$ cat src/rtl/acc_pkg.sv
package acc_pkg;
    localparam int CODE_W = 5;
    localparam int FLAG_W = 11;
    localparam int MS_W   = 10;

    localparam logic [CODE_W-1:0] CODE_NONE  = 5'b11111;
    localparam logic [CODE_W-1:0] CODE_OTG   = 5'b00000;
    localparam logic [CODE_W-1:0] CODE_PPD   = 5'b10100;
    localparam logic [CODE_W-1:0] CODE_UARTC = 5'b10110;
    localparam logic [CODE_W-1:0] CODE_FU_B0 = 5'b11000;
    localparam logic [CODE_W-1:0] CODE_FU_B1 = 5'b11001;
    localparam logic [CODE_W-1:0] CODE_FA_B0 = 5'b11100;
    localparam logic [CODE_W-1:0] CODE_FA_B1 = 5'b11101;

    localparam int F_OTG   = 0;
    localparam int F_SDP   = 1;
    localparam int F_CDP   = 2;
    localparam int F_DCP   = 3;
    localparam int F_PPD   = 4;
    localparam int F_UARTC = 5;
    localparam int F_FU_B0 = 6;
    localparam int F_FU_B1 = 7;
    localparam int F_FA_B0 = 8;
    localparam int F_FA_B1 = 9;
    localparam int F_OTHER = 10;

    typedef enum logic [1:0] {PATH_OPEN = 2'b00, PATH_USB = 2'b01, PATH_UART = 2'b10} path_e;
    typedef enum logic [1:0] {CHG_SDP = 2'd0, CHG_CDP = 2'd1, CHG_DCP = 2'd2, CHG_NONE = 2'd3} chg_e;
    typedef enum logic [1:0] {ST_IDLE, ST_WAKE, ST_SETTLE, ST_LINKED} st_e;

    typedef struct packed {
        path_e             path;
        logic              jig;
        logic              boot;
        logic [FLAG_W-1:0] flags;
    } route_t;

    function automatic logic [MS_W-1:0] wake_ms(input logic [3:0] s);
        int v;
        if (int'(s) <= 3)       v = 50 * (int'(s) + 1);
        else if (int'(s) <= 11) v = 100 * (int'(s) - 1);
        else                    v = 1000;
        return MS_W'(v);
    endfunction

    function automatic logic [MS_W-1:0] wait_ms(input logic [3:0] s);
        int v;
        if (int'(s) <= 10) v = 10 + 20 * int'(s);
        else               v = 210;
        return MS_W'(v);
    endfunction
endpackage

$ cat src/rtl/acc_id_decode.sv
module acc_id_decode
    import acc_pkg::*;
(
    input  logic              clk,
    input  logic              rst_n,
    input  logic [CODE_W-1:0] code,
    input  logic              vbus,
    input  logic [1:0]        chg,
    output route_t            rt
);
    always_comb begin
        rt = '0;
        case (code)
            CODE_OTG:   begin rt.path = PATH_USB;  rt.flags[F_OTG]   = 1'b1; end
            CODE_PPD:   begin rt.path = PATH_UART; rt.flags[F_PPD]   = 1'b1; end
            CODE_UARTC: begin rt.path = PATH_UART; rt.flags[F_UARTC] = 1'b1; end
            CODE_FU_B0: begin rt.path = PATH_USB;  rt.jig = 1'b1; rt.flags[F_FU_B0] = 1'b1; end
            CODE_FU_B1: begin rt.path = PATH_USB;  rt.jig = 1'b1; rt.boot = 1'b1; rt.flags[F_FU_B1] = 1'b1; end
            CODE_FA_B0: begin rt.path = PATH_UART; rt.jig = 1'b1; rt.flags[F_FA_B0] = 1'b1; end
            CODE_FA_B1: begin rt.path = PATH_UART; rt.jig = 1'b1; rt.boot = 1'b1; rt.flags[F_FA_B1] = 1'b1; end
            CODE_NONE: begin
                if (vbus) begin
                    case (chg_e'(chg))
                        CHG_SDP: begin rt.path = PATH_USB; rt.flags[F_SDP] = 1'b1; end
                        CHG_CDP: begin rt.path = PATH_USB; rt.flags[F_CDP] = 1'b1; end
                        CHG_DCP: rt.flags[F_DCP] = 1'b1;
                        default: rt.flags[F_OTHER] = 1'b1;
                    endcase
                end
            end
            default: rt.flags[F_OTHER] = 1'b1;
        endcase
    end

    p_flags_onehot_r5: assert property (@(posedge clk) disable iff (!rst_n) $onehot0(rt.flags));
    p_jig_needs_path_r3: assert property (@(posedge clk) disable iff (!rst_n)
        rt.jig |-> (rt.path != PATH_OPEN));
endmodule

$ cat src/rtl/acc_ms_timer.sv
module acc_ms_timer
    import acc_pkg::*;
#(
    parameter int CLK_PER_MS = 100000
) (
    input  logic            clk,
    input  logic            rst_n,
    input  logic            load,
    input  logic [MS_W-1:0] load_ms,
    output logic            done
);
    localparam int PW = (CLK_PER_MS > 1) ? $clog2(CLK_PER_MS) : 1;
    localparam logic [PW-1:0] PRE_LAST = PW'(CLK_PER_MS - 1);

    typedef struct packed {
        logic [PW-1:0]   pre;
        logic [MS_W-1:0] ms;
    } tmr_t;

    tmr_t q, d;

    always_comb begin
        d = q;
        if (load) begin
            d.pre = '0;
            d.ms  = load_ms;
        end else if (q.pre == PRE_LAST) begin
            d.pre = '0;
            if (q.ms != '0) d.ms = q.ms - 1'b1;
        end else begin
            d.pre = q.pre + 1'b1;
        end
    end

    always_ff @(posedge clk or negedge rst_n) begin
        if (!rst_n) q <= '0;
        else        q <= d;
    end

    assign done = (q.ms == '0);

    p_count_down_r6: assert property (@(posedge clk) disable iff (!rst_n)
        (!load && q.ms != '0) |=> (q.ms <= $past(q.ms)));
    p_rest_zero_r7: assert property (@(posedge clk) disable iff (!rst_n)
        (!load && q.ms == '0) |=> (q.ms == '0));
endmodule

$ cat src/rtl/acc_switch_ctrl.sv
module acc_switch_ctrl
    import acc_pkg::*;
#(
    parameter int CLK_PER_MS = 100000
) (
    input  logic              clk,
    input  logic              rst_n,
    input  logic [4:0]        id_code,
    input  logic              vbus_ok,
    input  logic [1:0]        chg_type,
    input  logic              ctl_auto,
    input  logic              ctl_sw_en,
    input  logic              ctl_wait,
    input  logic [3:0]        wake_sel,
    input  logic [3:0]        swwait_sel,
    input  logic [2:0]        man_dp,
    input  logic [2:0]        man_dm,
    input  logic              man_jig,
    input  logic              man_boot,
    output logic [1:0]        dp_sel,
    output logic [1:0]        dm_sel,
    output logic              jig_on,
    output logic              boot_hi,
    output logic [FLAG_W-1:0] dev_flags,
    output logic [4:0]        id_rpt,
    output logic              attach_evt,
    output logic              detach_evt
);
    typedef struct packed {
        st_e               st;
        logic [CODE_W-1:0] code;
        logic              vbus;
        route_t            rt;
        logic [CODE_W-1:0] rpt;
        logic              att;
        logic              det;
    } ctl_t;

    ctl_t   q, d;
    route_t dec_rt;
    logic   tload, tdone;
    logic [MS_W-1:0] tms;
    logic   present, changed;

    acc_id_decode u_dec (
        .clk(clk), .rst_n(rst_n), .code(q.code), .vbus(q.vbus), .chg(chg_type), .rt(dec_rt)
    );

    acc_ms_timer #(.CLK_PER_MS(CLK_PER_MS)) u_tmr (
        .clk(clk), .rst_n(rst_n), .load(tload), .load_ms(tms), .done(tdone)
    );

    function automatic path_e man_map(input logic [2:0] f);
        case (f)
            3'b001:  return PATH_USB;
            3'b011:  return PATH_UART;
            default: return PATH_OPEN;
        endcase
    endfunction

    assign present = (id_code != CODE_NONE) || vbus_ok;
    assign changed = (id_code != q.code) || (vbus_ok != q.vbus);

    always_comb begin
        d     = q;
        d.att = 1'b0;
        d.det = 1'b0;
        tload = 1'b0;
        tms   = '0;
        case (q.st)
            ST_IDLE: begin
                if (present) begin
                    d.st   = ST_WAKE;
                    d.code = id_code;
                    d.vbus = vbus_ok;
                    tload  = 1'b1;
                    tms    = wake_ms(wake_sel);
                end
            end
            ST_WAKE: begin
                if (changed) begin
                    d.code = id_code;
                    d.vbus = vbus_ok;
                    if (!present) begin
                        d.st = ST_IDLE;
                    end else begin
                        tload = 1'b1;
                        tms   = wake_ms(wake_sel);
                    end
                end else if (tdone) begin
                    d.st  = ST_SETTLE;
                    d.rt  = dec_rt;
                    d.rpt = q.code;
                    d.att = 1'b1;
                    tload = 1'b1;
                    tms   = wait_ms(swwait_sel);
                end
            end
            ST_SETTLE, ST_LINKED: begin
                if (changed) begin
                    d.st   = ST_IDLE;
                    d.code = CODE_NONE;
                    d.vbus = 1'b0;
                    d.rt   = '0;
                    d.rpt  = CODE_NONE;
                    d.det  = 1'b1;
                end else if (q.st == ST_SETTLE && tdone && ctl_wait) begin
                    d.st = ST_LINKED;
                end
            end
            default: d.st = ST_IDLE;
        endcase
    end

    always_ff @(posedge clk or negedge rst_n) begin
        if (!rst_n) begin
            q      <= '0;
            q.st   <= ST_IDLE;
            q.code <= CODE_NONE;
            q.rpt  <= CODE_NONE;
        end else begin
            q <= d;
        end
    end

    always_comb begin
        dp_sel  = PATH_OPEN;
        dm_sel  = PATH_OPEN;
        jig_on  = 1'b0;
        boot_hi = 1'b0;
        if (ctl_sw_en) begin
            if (!ctl_auto) begin
                dp_sel  = man_map(man_dp);
                dm_sel  = man_map(man_dm);
                jig_on  = man_jig;
                boot_hi = man_boot;
            end else if (q.st == ST_LINKED) begin
                dp_sel  = q.rt.path;
                dm_sel  = q.rt.path;
                jig_on  = q.rt.jig;
                boot_hi = q.rt.boot;
            end
        end
    end

    assign dev_flags  = q.rt.flags;
    assign id_rpt     = q.rpt;
    assign attach_evt = q.att;
    assign detach_evt = q.det;

    p_no_close_early_r7: assert property (@(posedge clk) disable iff (!rst_n)
        (q.st == ST_SETTLE && !tdone) |=> (q.st != ST_LINKED));
    p_host_hold_r8: assert property (@(posedge clk) disable iff (!rst_n)
        (q.st == ST_SETTLE && !ctl_wait) |=> (q.st != ST_LINKED));
    p_attach_single_r9: assert property (@(posedge clk) disable iff (!rst_n)
        q.att |=> !q.att);
    p_detach_clears_r10: assert property (@(posedge clk) disable iff (!rst_n)
        q.det |-> (q.rt.flags == '0 && q.rpt == CODE_NONE && q.st == ST_IDLE));
    p_wake_restart_r13: assert property (@(posedge clk) disable iff (!rst_n)
        (q.st == ST_WAKE) |=> !q.det);
endmodule

$ cat config.mk
export PLATFORM = sky130hd
export DESIGN_NAME = acc_switch_ctrl
export DESIGN_NICKNAME = d
export VERILOG_FILES = /design/src/rtl/acc_pkg.sv /design/src/rtl/acc_id_decode.sv /design/src/rtl/acc_ms_timer.sv /design/src/rtl/acc_switch_ctrl.sv
export SDC_FILE = /design/constraint.sdc
export NUM_CORES = 1
export LEC_CHECK = 0
export ABC_AREA = 1
export BUFFER_PORTS_ARGS = -buffer_cell sky130_fd_sc_hd__buf_2
export CAP_MARGIN = 20
export CORE_MARGIN = 2
export CORE_UTILIZATION = 50
export DETAILED_ROUTE_END_ITERATION = 7
export GPL_ROUTABILITY_DRIVEN = 0
export PLACE_DENSITY = 0.72
export SYNTH_ARGS = -nofsm -noshare
export SYNTH_HDL_FRONTEND = slang
export SYNTH_SLANG_ARGS = --single-unit
$ cat constraint.sdc
create_clock -name clk -period 1.8 [get_ports clk]
set_input_delay 0.18 -clock clk [delete_from_list [all_inputs] [get_ports clk]]
set_output_delay 0.18 -clock clk [all_outputs]
set_load 0.005 [all_outputs]
# Word-level counts from Yosys, hierarchy flattened
# Cells that the tools add are included.
# W data, S select, Z words.
[totals]
wordCells = 138
input_bits = 29
reg_bits = 57
[classes]
n_mux = 63
n_reduce_logical = 24
multipliers = 3
add_sub_neg = 5
eq_ne = 28
order_cmp = 3
[ops]
columns = ["op", "count"]
rows = [
  ["$mux W10", 8],
  ["$mux W21", 2],
  ["$pmux W20 S2", 1],
  ["$eq A5 B5 Y1 const B", 7],
  ["$mux W1", 27],
  ["$mux W27", 1],
  ["$mux W26", 1],
  ["$pmux W8 S3", 1],
  ["$mux W2", 11],
  ["$pmux W10 S2", 1],
  ["$add A17 B1 Y17 const B", 1],
  ["$eq A17 B17 Y1 const B", 1],
  ["$mux W17", 1],
  ["$add A4 B9 Y10 const A", 1],
  ["$logic_not A10 Y1", 1],
  ["$ne A2 B2 Y1 const B", 5],
  ["$reduce_bool A10 Y1", 1],
  ["$sub A10 B1 Y10 const B", 1],
  ["$mul A5 B5 Y9 const A", 1],
  ["$ne A3 B3 Y1 const B", 3],
  ["$le A4 B4 Y1 const B", 2],
  ["$mul A6 B5 Y8 const A", 1],
  ["$mux W8", 1],
  ["$pmux W2 S2", 2],
  ["other kinds (27)", 44],
]

# Logic depth before layout (Yosys ltp)
[depth]
word_depth = 8
ltp_mapped = 25

# By module
# A second synthesis with hierarchy kept.
[unflattened]
hier_cells = 681
hier_area_um2 = 4730.8
[modules_own_cells]
columns = ["mod", "instances", "area_per_inst_um2", "cells_each", "seq_area_each_um2"]
rows = [
  ["acc_switch_ctrl", 1, 2782.7, 381, 763.2],
  ["acc_ms_timer", 1, 1752.9, 262, 675.6],
  ["acc_id_decode", 1, 195.2, 38, 0.0],
]

# Worst setup path before layout
# OpenSTA, ideal clock, no wires.
[synth_timing]
path_kind = "input to register"
startpoint = "input wake_sel[0]"
endpoint = "register u_tmr.q[9] (netlist name)"
setup_time_ns = 0.116
t_arrival_ns = 3.153
stages = 21
path_slack_ns = -1.470
cell_sequence = "clkbuf_1 -> inv_1 -> ha_1 -> xor2_1 -> fa_1 -> ha_1 -> ha_1 -> inv_1 -> fa_1 -> inv_1 -> nand2_1 -> nand2_1 -> o21ai_0 -> nand3_1 -> nand3_1 -> nand2_1 -> inv_1 -> nand2_1 -> nand3_1 -> nand2_1 -> nand2_1"
[synth_between]
elab_chain_len = 8
[synth_lines]
columns = ["element", "line", "text"]
rows = [
  ["start: declaration", "acc_switch_ctrl.sv:14", "input logic [3:0] wake_sel,"],
  ["$sub A4 B1 Y5", "acc_pkg.sv:41", "else if (int'(s) <= 11) v = 100 * (int'(s) - 1);"],
  ["$mul A6 B5 Y8", "acc_pkg.sv:41", ""],
  ["$mux W10", "acc_pkg.sv:41", ""],
  ["$mux W10 *", "acc_pkg.sv:40", "if (int'(s) <= 3) v = 50 * (int'(s) + 1);"],
  ["$mux W10 *", "acc_switch_ctrl.sv:72", "if (present) begin"],
  ["$mux W10", "acc_switch_ctrl.sv:81", "if (changed) begin"],
  ["$pmux W10 S2 *", "acc_switch_ctrl.sv:70", "case (q.st)"],
  ["$mux W27 *", "acc_ms_timer.sv:24", "if (load) begin"],
  ["end signal: assignment", "acc_ms_timer.sv:36", "if (!rst_n) q <= '0;"],
  ["end signal: assignment", "acc_ms_timer.sv:37", "else q <= d;"],
  ["end: declaration", "acc_ms_timer.sv:20", "tmr_t q, d;"],
]
# Every way passes the cells marked *; elsewhere a longest branch is shown, timed or not.
# A chain may end at the register's enable or synchronous reset.

# Final worst setup path
[layout_timing]
startpoint = "input wake_sel[1]"
endpoint = "register u_tmr.q[9] (netlist name)"
# Same word-level chain as after synthesis.

==> out/metrics.yaml <==
clock_network:
  cts_sinks: 57
  cts_buffers: 9
  cts_max_level: 3
  clockBufferDepth: 2
  cts_tree: "yes"
  cts_root_buffer: "clkbuf_8"
  clock_latency_ns: 0.35
  path_clk_slew_ns: 0.07
yosys:
  postSynthCellCount: 595
  synth_ff_type: "dfrtp_1"
  yosysMostFrequentCell: "nand2_1"
  ys_ff_latch: 57
  netlist_area_sq_um: 4410
  ys_top_cells_by_count: "118 x nand2_1, 89 x inv_1, 63 x nor2_1, 47 x dfrtp_1, 47 x nand3_1"
  syn_nets: 657
  syn_avg_cell_area_sq_um: 7.41
  yosysTopAreaCell: "dfrtp_1"
  ys_types: 40
  netlist_top_cells_area: "dfrtp_1 27%, nand2_1 10%, ha_1 8.2%"
  async_reset_ff_share_pct: 100
  synth-edff-count: 0
  yosys.area.top_type_share_pct: 26.7
  ys_warn_count: 0
  synth-seq-area-share_pct: 32.6
global_route:
  grt_util_all_layers_pct: 24.0
  grt_max_degree: 30
  antenna_found_initial: 0
  grt_pass1_wl_mm: 19.0
  first_global_vias: 4270
  grt_overflow_total: 0
die:
  dieArea_sq_um: 9590
  start_util_pct: 51.1
  placementRows: 34
  core_area_sq_um: 8640
  die_width_microns: 97.9
  io_pins: 53
  fp.dieH_microns: 97.9
sta:
  final.period_utilization_pct: 153
  fin_skew_ns: 0.0108
  period_needed_ns: 2.75
  hold_viol: 0
  max_freq_mhz: 364
  holdWs_ns: 0.115
  setup_ws_ns: -0.949
  rsz0062_at_grt: "yes"
  worstMarginPinSlew_ns: 0.430
  slew_headroom_pct: 71.1
  setup_viol: 38
  drv_slew: 0
routing:
  num_vias: 4681
  viasPerCell: 5.48
  initialDrtViolationCount: 308
  drt_wl_total_mm: 13.6
  post_drt_wl_per_cell_microns: 15.9
  ant_nets: 0
  drt_first_pass_iters: 6
  route.detailed.drc: 0
pwr:
  power_density_nw_per_um2: 688
  ir_drop_v: 0.000435
  leakage_uw: 0.00307
status:
  violations: "setup timing"
  status: "complete, but fails checks"
setup_path:
  endpoint_kind: "flip-flop"
  start_kind: "input pin"
  path_common_cell: "nand2_1"
  arrival_ns: 2.97
  path_class: "input pin to flip-flop"
  crit_path_cell_trace: "buf_8, inv_4, ha_4, xor2_4, fa_1, ha_1, ha_1, inv_2, fa_2, inv_2, nand2_2, nand2_2, inv_2, nand2_2, nand2_1, nand2_1, nand3_1, nand2_1, inv_1, nand2_2, nand3_2, nand2_1, nand2_1"
  critical_path.slowest_cell: "fa_1"
  slowest_delay_ns: 0.48
  critPathMaxFanout: 4
  cp.required_ns: 2.02
placed_design:
  dpl_cell_area_sq_um: 5230
  io_buffers: 52
  post-dp-hpwl_mm: 8.38
final_layout:
  stdcell_area_sq_um: 6510
  multiInputGateArea_sq_um: 3110
  final-seq-area_sq_um: 1440
  fillCellCount: 568
  final_nets: 803
  drive_gt1_share_pct: 45.7
  finish.utilization_pct: 75.4
  diodes: 0
  area_growth_pct: 47.6
job:
  drv_cap: 0
worst_hold_path:
  worst_hold_path_type: "input pin to flip-flop"
==> kinds of logic (layout without fill, tap and decap cells) <==
group,Yosys count,after routing,synth area share (%)
buffers and inverters,122,272,12.4
AND/OR/NAND/NOR,284,285,30.4
AO/OA/AOI/OAI,76,76,9.93
XOR/XNOR,23,23,4.57
adder cells (fa/ha/maj),33,33,10.0
flip-flops,57,57,32.6
==> layout by cell type, fill, tap and decap left out, types with 6 or more instances in the layout <==
master     n
a21oi_1   10
a21oi_2    7
buf_2     48
buf_4     81
buf_6     20
clkbuf_8  13
dfrtp_1   46
dfstp_2   10
ha_1      17
ha_4      11
inv_1     73
inv_2     20
nand2_1   82
nand2_2   30
nand2_4    7
nand3_1   36
nand3_4   11
nand3b_1   8
nand4_1   10
nor2_1    42
nor2_2    12
nor2_4    16
nor3_1    11
o21ai_0   25
o21ai_1    9
o21ai_2   10
xnor2_1    6
xor2_1    13
==> critical path, delay by kind of cell <==
family / cells / cell delay [ns]
xor gates and xnor gates: 1 / 0.19
adders and majority gates: 5 / 1.64
buffers and inverters: 6 / 0.32
and+or+nand+nor: 11 / 0.63
==> report_power, final <==
part	switching, uW	internal, uW
clock network	554	793
logic	903	720
registers	115	1390
==> sequential cells by signal, summed over array words and instances, names as in the netlist <==
name / flops
attach_evt: 1
detach_evt: 1
dev_flags: 11
id_rpt: 5
q: 12
u_tmr.q: 27
==> per-stage QoR <==
stage                     total power [uW]  setup TNS [ns]  setup slack (ns)  std cells
after floorplan                       2310           -3.08             -1.05        595
after detailed placement              2740           -4.89             -1.29        799
after global placement                2690           -4.29             -1.16        799
final                                 4480           -5.59            -0.949        854
after global routing                  4690           -8.17             -1.09        854
after CTS                             4210           -1.70            -0.800        828
==> path summary, 6_finish.rpt <==
check	startpoint	endpoint	slack, ns	depth (start not counted)
worst max-delay path	wake_sel[1]	u_tmr.q[9]	-0.95	23
worst min-delay path	id_code[4]	q[27]	0.12	3
worst max register to register	q[23]	id_rpt[0]	-0.18	12
worst min register to register	dev_flags[6]	dev_flags[6]	0.49	2
max in group asynchronous	rst_n	q[24]	1.07	3
min in group asynchronous	rst_n	u_tmr.q[25]	0.40	3
==> cell type report <==
class                      count  share of cell area [%]
multi-input combinational    417                    47.8
sequential                    57                    22.1
timing repair buffer         156                    18.3
inverter                      99                    6.17
clock buffer                  13                    2.75
tap                          108                    2.07
clock inverter                 3                   0.711
timing repair inverter         1                   0.173
==> metal layers <==
layer  up-vias  track usage (%)  part of all wire [%]
met5         -                0                     0
met4         0             8.76                   3.7
met3        53             4.15                   5.7
met2       190             39.9                    51
met1      2222             31.6                    40
li1       2216                -                     -
==> timing repair <==
action	CTS	global route
gates resized for setup	55	138
hold buffers	1	0
endpoints found under the hold margin	47	0
endpoints found under the setup margin	29	51
gates cloned	0	2
buffers inserted	12	24
pin swaps	33	34
(Power assumes the default switching activity.)
